===== src/rtl/irq_evt_pkg.sv =====
package irq_evt_pkg;

    localparam int NUM_EVT = 4;

    // Flag bit positions (the host decodes these)
    typedef enum int unsigned {
        EVT_RX_BYTE     = 0,
        EVT_RX_NONEMPTY = 1,
        EVT_RX_HIGH     = 2,
        EVT_TX_EMPTY    = 3
    } evt_idx_e;

    typedef struct packed {
        logic tx_empty;
        logic rx_high;
        logic rx_nonempty;
        logic rx_byte;
    } evt_vec_t;

    // Nearly-full level: three quarters of capacity
    function automatic int unsigned hi_mark(int unsigned depth);
        return (depth * 3) / 4;
    endfunction

    // Re-arm level for nearly-full: one quarter of capacity
    function automatic int unsigned lo_mark(int unsigned depth);
        return depth / 4;
    endfunction

    // Receive one-shots start armed, the transmit one waits for a push
    function automatic bit arm_at_reset(int unsigned idx);
        return (idx == int'(EVT_TX_EMPTY)) ? 1'b0 : 1'b1;
    endfunction

endpackage


===== src/rtl/irq_oneshot.sv =====
module irq_oneshot #(
    parameter bit ARM_INIT = 1'b1
) (
    input  logic clk,
    input  logic rst,
    input  logic fire_cond_i,
    input  logic rearm_cond_i,
    output logic fire_o
);

    logic armed_q;

    assign fire_o = armed_q & fire_cond_i;

    always_ff @(posedge clk) begin
        if (rst) begin
            armed_q <= ARM_INIT;
        end else if (fire_o) begin
            armed_q <= 1'b0;
        end else if (rearm_cond_i) begin
            armed_q <= 1'b1;
        end
    end

    // after firing, a one-shot needs a re-arm before it can fire again
    AST_NO_REFIRE: assert property (@(posedge clk) disable iff (rst)
        fire_o && !rearm_cond_i |=> !fire_o || $past(rearm_cond_i)) else $error("refire without rearm");

endmodule


===== src/rtl/irq_flag_bank.sv =====
module irq_flag_bank #(
    parameter int N = 4
) (
    input  logic         clk,
    input  logic         rst,
    input  logic [N-1:0] evt_i,
    input  logic         clr_we,
    input  logic [N-1:0] clr_bits,
    input  logic [N-1:0] en_i,
    output logic [N-1:0] flags_o,
    output logic         irq_o
);

    logic [N-1:0] flags_q;
    logic [N-1:0] clr_mask;

    assign clr_mask = clr_we ? clr_bits : '0;

    always_ff @(posedge clk) begin
        if (rst) begin
            flags_q <= '0;
        end else begin
            // a new event outranks a clear in the same cycle
            flags_q <= (flags_q & ~clr_mask) | evt_i;
        end
    end

    assign flags_o = flags_q;
    assign irq_o   = |(flags_q & en_i);

    for (genvar i = 0; i < N; i++) begin : g_chk
        AST_FLAG_STICKY: assert property (@(posedge clk) disable iff (rst)
            flags_q[i] && !(clr_we && clr_bits[i]) |=> flags_q[i]) else $error("flag dropped");
        AST_FLAG_CLEARED: assert property (@(posedge clk) disable iff (rst)
            clr_we && clr_bits[i] && !evt_i[i] |=> !flags_q[i]) else $error("clear ignored");
        AST_EVENT_KEPT: assert property (@(posedge clk) disable iff (rst)
            evt_i[i] |=> flags_q[i]) else $error("event lost");
    end

endmodule


===== src/rtl/irq_buf_events.sv =====
module irq_buf_events
    import irq_evt_pkg::*;
#(
    parameter  int DEPTH = 16,
    localparam int CNT_W = $clog2(DEPTH + 1)
) (
    input  logic               clk,
    input  logic               rst,
    input  logic [CNT_W-1:0]   rx_count,
    input  logic               rx_push,
    input  logic [CNT_W-1:0]   tx_count,
    input  logic               tx_push,
    input  logic [NUM_EVT-1:0] evt_en,
    input  logic               clr_we,
    input  logic [NUM_EVT-1:0] clr_bits,
    output logic [NUM_EVT-1:0] flags_o,
    output logic               irq_o
);

    localparam logic [CNT_W-1:0] HI_LVL = CNT_W'(hi_mark(DEPTH));
    localparam logic [CNT_W-1:0] LO_LVL = CNT_W'(lo_mark(DEPTH));

    logic [NUM_EVT-1:1] fire_cond;
    logic [NUM_EVT-1:1] rearm_cond;
    evt_vec_t           evt;

    initial begin
        AST_DEPTH_OK: assert (DEPTH >= 4) else $error("DEPTH too small");
    end

    always_comb begin
        fire_cond  = '0;
        rearm_cond = '0;
        fire_cond[EVT_RX_NONEMPTY]  = (rx_count != '0);
        rearm_cond[EVT_RX_NONEMPTY] = (rx_count == '0);
        fire_cond[EVT_RX_HIGH]      = (rx_count >= HI_LVL);
        rearm_cond[EVT_RX_HIGH]     = (rx_count <= LO_LVL);
        fire_cond[EVT_TX_EMPTY]     = (tx_count == '0) && !tx_push;
        rearm_cond[EVT_TX_EMPTY]    = tx_push;
    end

    assign evt.rx_byte = rx_push;

    logic [NUM_EVT-1:1] shot;

    for (genvar i = 1; i < NUM_EVT; i++) begin : g_shot
        irq_oneshot #(
            .ARM_INIT (arm_at_reset(i))
        ) u_shot (
            .clk          (clk),
            .rst          (rst),
            .fire_cond_i  (fire_cond[i]),
            .rearm_cond_i (rearm_cond[i]),
            .fire_o       (shot[i])
        );
    end

    assign evt.rx_nonempty = shot[EVT_RX_NONEMPTY];
    assign evt.rx_high     = shot[EVT_RX_HIGH];
    assign evt.tx_empty    = shot[EVT_TX_EMPTY];

    irq_flag_bank #(
        .N (NUM_EVT)
    ) u_flags (
        .clk      (clk),
        .rst      (rst),
        .evt_i    (evt),
        .clr_we   (clr_we),
        .clr_bits (clr_bits),
        .en_i     (evt_en),
        .flags_o  (flags_o),
        .irq_o    (irq_o)
    );

    AST_BYTE_FLAG: assert property (@(posedge clk) disable iff (rst)
        rx_push |=> flags_o[EVT_RX_BYTE]) else $error("byte flag missing");
    AST_NE_SOURCE: assert property (@(posedge clk) disable iff (rst)
        $rose(flags_o[EVT_RX_NONEMPTY]) |-> $past(rx_count) != '0) else $error("nonempty from empty");
    AST_HIGH_SOURCE: assert property (@(posedge clk) disable iff (rst)
        $rose(flags_o[EVT_RX_HIGH]) |-> $past(rx_count) >= HI_LVL) else $error("high below level");
    AST_TXE_SOURCE: assert property (@(posedge clk) disable iff (rst)
        $rose(flags_o[EVT_TX_EMPTY]) |-> $past(tx_count) == '0 && !$past(tx_push)) else $error("txe not empty");
    AST_IRQ_NEEDS_EN: assert property (@(posedge clk) disable iff (rst)
        irq_o |-> evt_en != '0) else $error("irq while all disabled");

endmodule


===== config.mk =====
export PLATFORM = sky130hd
export DESIGN_NAME = irq_buf_events
export DESIGN_NICKNAME = d
export VERILOG_FILES = /design/src/rtl/irq_evt_pkg.sv /design/src/rtl/irq_oneshot.sv /design/src/rtl/irq_flag_bank.sv /design/src/rtl/irq_buf_events.sv
export SDC_FILE = /design/constraint.sdc
export NUM_CORES = 1
export LEC_CHECK = 0
export BUFFER_PORTS_ARGS = -buffer_cell sky130_fd_sc_hd__buf_2
export CAP_MARGIN = 5
export CORE_AREA = 2 2 39 41
export CTS_BUF_LIST = sky130_fd_sc_hd__clkbuf_4 sky130_fd_sc_hd__clkbuf_8
export CTS_CLUSTER_SIZE = 14
export DETAILED_ROUTE_END_ITERATION = 8
export DIE_AREA = 0 0 41 43
export MAX_ROUTING_LAYER = met4
export SYNTH_ARGS = -nofsm -noshare
export SYNTH_HDL_FRONTEND = slang
export SYNTH_SLANG_ARGS = --single-unit

===== constraint.sdc =====
create_clock -name clk -period 1.3 [get_ports clk]
set_clock_uncertainty 0.2 [all_clocks]
set_input_delay 0.39 -clock clk [delete_from_list [all_inputs] [get_ports clk]]
set_output_delay 0.39 -clock clk [all_outputs]
set_load 0.1 [all_outputs]

# Word-level counts from Yosys, hierarchy flattened
# Cells that the tools add are included.
dict set report word_totals {
  reg_bits 7
  out_inout_bits 5
  elab_cells 27
}
dict set report op_classes {
  magnitude_cmp 2
  n_mux 5
  n_bitwise 7
  n_reduce_logical 9
}
# cell n
set ops {}
lappend ops {{zero test 5 bit} 2}
lappend ops {{bitwise AND 4 bit} 2}
lappend ops {{greater-or-equal comparator 5 x 4 -> 1 bit (second input constant)} 1}
lappend ops {{less-or-equal comparator 5 x 3 -> 1 bit (second input constant)} 1}
lappend ops {{nonzero test 5 bit} 1}
lappend ops {{two-way mux 1 bit} 4}
lappend ops {{two-way mux 4 bit} 1}
lappend ops {{NOT 4 bit} 1}
lappend ops {{bitwise OR 4 bit} 1}
lappend ops {{nonzero test 2 bit} 2}
lappend ops {{OR reduction 4 bit} 1}
lappend ops {{bitwise AND 1 bit} 3}
lappend ops {{OR reduction 2 bit} 1}
lappend ops {{logical AND 1 bit} 1}
lappend ops {{zero test 1 bit} 1}

# Longest topological paths before layout
dict set report depth {
  word_depth 4
  depth_mapped 3
  mapped_depth_nobuf 3
}

# Hierarchy
# From an unflattened synthesis, not the netlist that was laid out.
dict set report hier_totals {
  cells_unflattened 39
  area_unflattened_um2 350.3
}
# module instances cells_each area_each_um2 seq_area_each_um2
set by_module_without_submodules {}
lappend by_module_without_submodules {irq_flag_bank 1 19 163.9 80.1}
lappend by_module_without_submodules {{irq_oneshot at g_shot[1].u_shot ...} 2 4 43.8 20.0}
lappend by_module_without_submodules {irq_buf_events 1 8 56.3 0.0}
lappend by_module_without_submodules {{irq_oneshot at g_shot[3].u_shot} 1 4 42.5 20.0}

# Worst setup path before layout
# Ideal clock, no wire load.
dict set report synth_timing {
  path_type {flip-flop to output port}
  from {reg u_flags.flags_q[1], in the netlist u_flags.flags_o[1]}
  to {out irq_o}
  arrival_time_ns 1.847
  t_required_ns 0.710
  path_slack_ns -1.137
  stages_incl_launch_ff 3
  n_path_buf 0
  path_cell_list {dfxtp_1 > a22oi_1 > nand2_1}
}
dict set report synth_between {
  elab_chain_cells 2
}
# element line_no
set synth_rtl {}
lappend synth_rtl {{start, declared} irq_flag_bank.sv:14} ;# logic [N-1:0] flags_q;
lappend synth_rtl {{start signal, assigned} irq_flag_bank.sv:24} ;# flags_q <= (flags_q & ~clr_mask) | evt_i;
lappend synth_rtl {{bitwise AND 4 bit} irq_flag_bank.sv:29} ;# assign irq_o = |(flags_q & en_i);
lappend synth_rtl {{OR reduction 4 bit} irq_flag_bank.sv:29}
lappend synth_rtl {{end, declared} irq_buf_events.sv:17} ;# output logic irq_o
# Every way passes these cells.

# Worst setup path in the final report
# Same ends and word-level chain as after synthesis.

==> flow_results.org <==
** Routing
- Drt drc :: 0
- Remaining number of nets flagged by the antenna check after routing :: 0
- The pre-antenna-repair detailed-routing pass consisted of 2 iterations.
- Via count :: 408
- Average wire per cell in the routed design :: 10.5 um
- For this block, the initial DRC count from the detailed router was 5.
- Total length of routed wires :: 953 um
- Using the TritonRoute via totals, the vias-per-cell ratio works out to 4.48.

** Logic synthesis
- Yosys warning count :: 0
- In this run, synthesis produced a sequential element count of 7.
- Cell taking the most area after synthesis :: dfxtp_1
- Synthesis instantiated 16 different standard cells from the library.
- Share of synthesized area occupied by flip-flops and latches :: 47.7%
- The number of nets handed over by synthesis was 57.
- Synthesized instance count :: 34
- Yosys top cell area share :: 47.7%
- Top area cells in the synthesized netlist :: dfxtp_1 (48%), nand2_1 (7.7%), nor2_1 (6.4%)
- Post-Syn Area per Cell :: 8.65 um2
- In this run the cell area of the synthesized design comes to 294 um2.

** STA
- Final critical-path share of the clock period :: 125%
- Total Negative Setup Slacks :: -0.933 ns
- Final Setup Violations :: 5
- Max_slew headroom :: roughly 76%
- Maximum operating frequency :: 617 MHz
- Final min period :: 1.62 ns
- Final hold viol count :: 0
- Final Max Slew Viols :: 0
- Setup repair after global routing could not meet its margin everywhere.
- After layout, the worst setup slack is -0.321 ns.
- Measured slew at the worst slew-check pin :: between 0.3 and 0.4 ns
- Smallest hold slack :: 0.160 ns

** CTS
- Maximum level of the CTS H-tree :: 1
- CTS saw 7 sinks.
- Clock-pin slew on the worst setup and hold paths :: 0.05 ns
- Hold repair after CTS inserted 0 buffers.
- Maximum buffer depth of the clock tree :: 2
- In this run, CTS created clock tree buffers numbering 3.
- Clk Tree Root Cell :: clkbuf_4
- Clk_lat worst skew :: 0.25 ns
- TritonCTS built the clock tree.

** Global routing
- First-pass GRT wire length :: 1470 um
- The number of global-route vias before repair was 400.
- Largest net degree at the start of global routing :: 8
- Number of antenna violations at the first check in global routing :: 0
- Global routing finished with a remaining overflow of 0.
- In the global route stage, overall resource usage came out at 13.0%.

** Floorplanning
- Die height :: 43 um
- After floorplanning, the core was sized to cover 1380 um2.
- Row generation in the floorplan step produced 14 rows.
- Initial core utilization :: 21.2%
- I/O pin count :: 28
- Die Outline Area :: between 1500 and 2000 um2
- Die span in x :: slightly above 40 um

** Min path
- Worst hold stages :: 3
- The worst hold path belongs to the class primary input to flip-flop.

** Cells and area
- At the end of the flow, the number of nets in the layout was a little under 100.
- Cells fill approximately 49% of the core in the end.
- The library cell used most frequently in the layout, excluding fill and tap cells, is buf_2.
- Commonest non-fill, non-tap cells in the layout :: buf_2 (22), buf_4 (7), nand2_1 (5), nor2_1 (5), buf_12 (5)
- From synthesis to final layout, the design area changed by 129%.
- Layout cell share with drive strength beyond 1 :: 66.7%
- Finished Layout Cells :: 91
- 0 antenna diodes ended up in the layout.
- Number of fill cells in the layout :: 126

** Outcome
- Failing checks :: negative setup slack
- The run finished, with violations left.

** Critical path
- Kind of launch point of the worst setup path :: flip-flop
- Length in cells of the worst reg-to-reg path :: 4
- Along the worst path, the maximum fanout reaches 2.
- The worst setup path is captured at an output port.
- Data arrives at the worst endpoint at just over 1 ns.
- The worst setup path is of the flip-flop to output port kind.
- STA puts the critical path data required time at 0.71 ns.

** Placement
- Placed Instances :: 85
- Routability-driven placement congestion ratio :: 0.815
- The HPWL after detailed placement is 755 um.
- In this run the tool buffered the top-level ports with 27 buffer cells.

** Power and ir drop
- P_leak :: ~0.33 nW
- Worst VDD drop :: 516 uV
- Total power divided by cell area :: 1030 nW/um2

** Job
- Across the run, the number of max-cap violations was 0.
[power by group]
group / total (mW) / switching, mW / internal, mW
clock: 0.215 / 0.0768 / 0.138
sequential: 0.235 / 0.00838 / 0.226
combinational: 0.244 / 0.133 / 0.111
[synth_stat cells]
master,n
a32oi_1,1
o21a_1,1
a22oi_1,2
nand2_1,6
nor4_1,1
o21ai_1,1
nor2_1,5
o21bai_1,1
dfxtp_1,7
or4_4,1
inv_1,1
a211oi_1,1
a2bb2oi_1,1
a21o_1,1
a21oi_1,3
o21ai_2,1
[area by class of cell]
type / instances / area [um2] / share of cell area (%)
multi-input combinational: 26 / 168 / 24.9
clock buffer: 4 / 30.0 / 4.46
timing repair buffer: 37 / 297 / 44.1
sequential: 7 / 155 / 23.0
inverter: 1 / 3.75 / 0.558
tap: 16 / 20.0 / 2.97
[path summary, 6_finish.rpt]
path / start / end / slack [ns]
max: u_flags.flags_o[1] / irq_o / -0.32
min: rx_push / u_flags.flags_o[0] / 0.16
max reg2reg: u_flags.flags_o[3] / u_flags.flags_o[3] / 0.21
min reg2reg: g_shot[1].u_shot.armed_q / u_flags.flags_o[1] / 0.24
[per-layer routing]
layer | vias to the layer above | global-route usage, % | part of all wire (%)
li1 | 206 | - | -
met1 | 181 | 12.4 | 38
met2 | 19 | 20.9 | 54
met3 | 2 | 4.71 | 6.1
met4 | 0 | 8.00 | 1.5
met5 | - | - | 0
[sequential cells by signal, summed over array words and instances, names as in the netlist]
| signal | cells |
|---|---|
| u_flags.flags_o | 4 |
| g_shot.u_shot.armed_q | 3 |
[critical path, cell delays in order, from the launching register on]
cell     delay (ns)
dfxtp_4        0.34
a22oi_2        0.20
nand2_4        0.07
buf_12         0.17
[repair_timing]
action / CTS / global route
setup buffers: 1 / 2
pin swaps: 2 / 0
endpoints found under the setup margin: 5 / 5
gates resized for setup: 7 / 1
[per-stage QoR]
| stage | setup WS (ns) | cell area (um2) | power [mW] |
|---|---|---|---|
| after floorplan | -0.221 | 327 | 0.357 |
| after global placement | -0.323 | 602 | 0.457 |
| after detailed placement | -0.345 | 602 | 0.462 |
| after CTS | -0.343 | 666 | 0.704 |
| after global routing | -0.371 | 673 | 0.738 |
| final | -0.321 | 673 | 0.693 |
[cells by family after synthesis]
logic type	Yosys count	synth area share, %
AND/OR/NAND/NOR	13	20.0
buffers and inverters	1	1.28
flip-flops	7	47.7
AO/OA/AOI/OAI	13	31.1
Power figures use the tool's default switching activity.
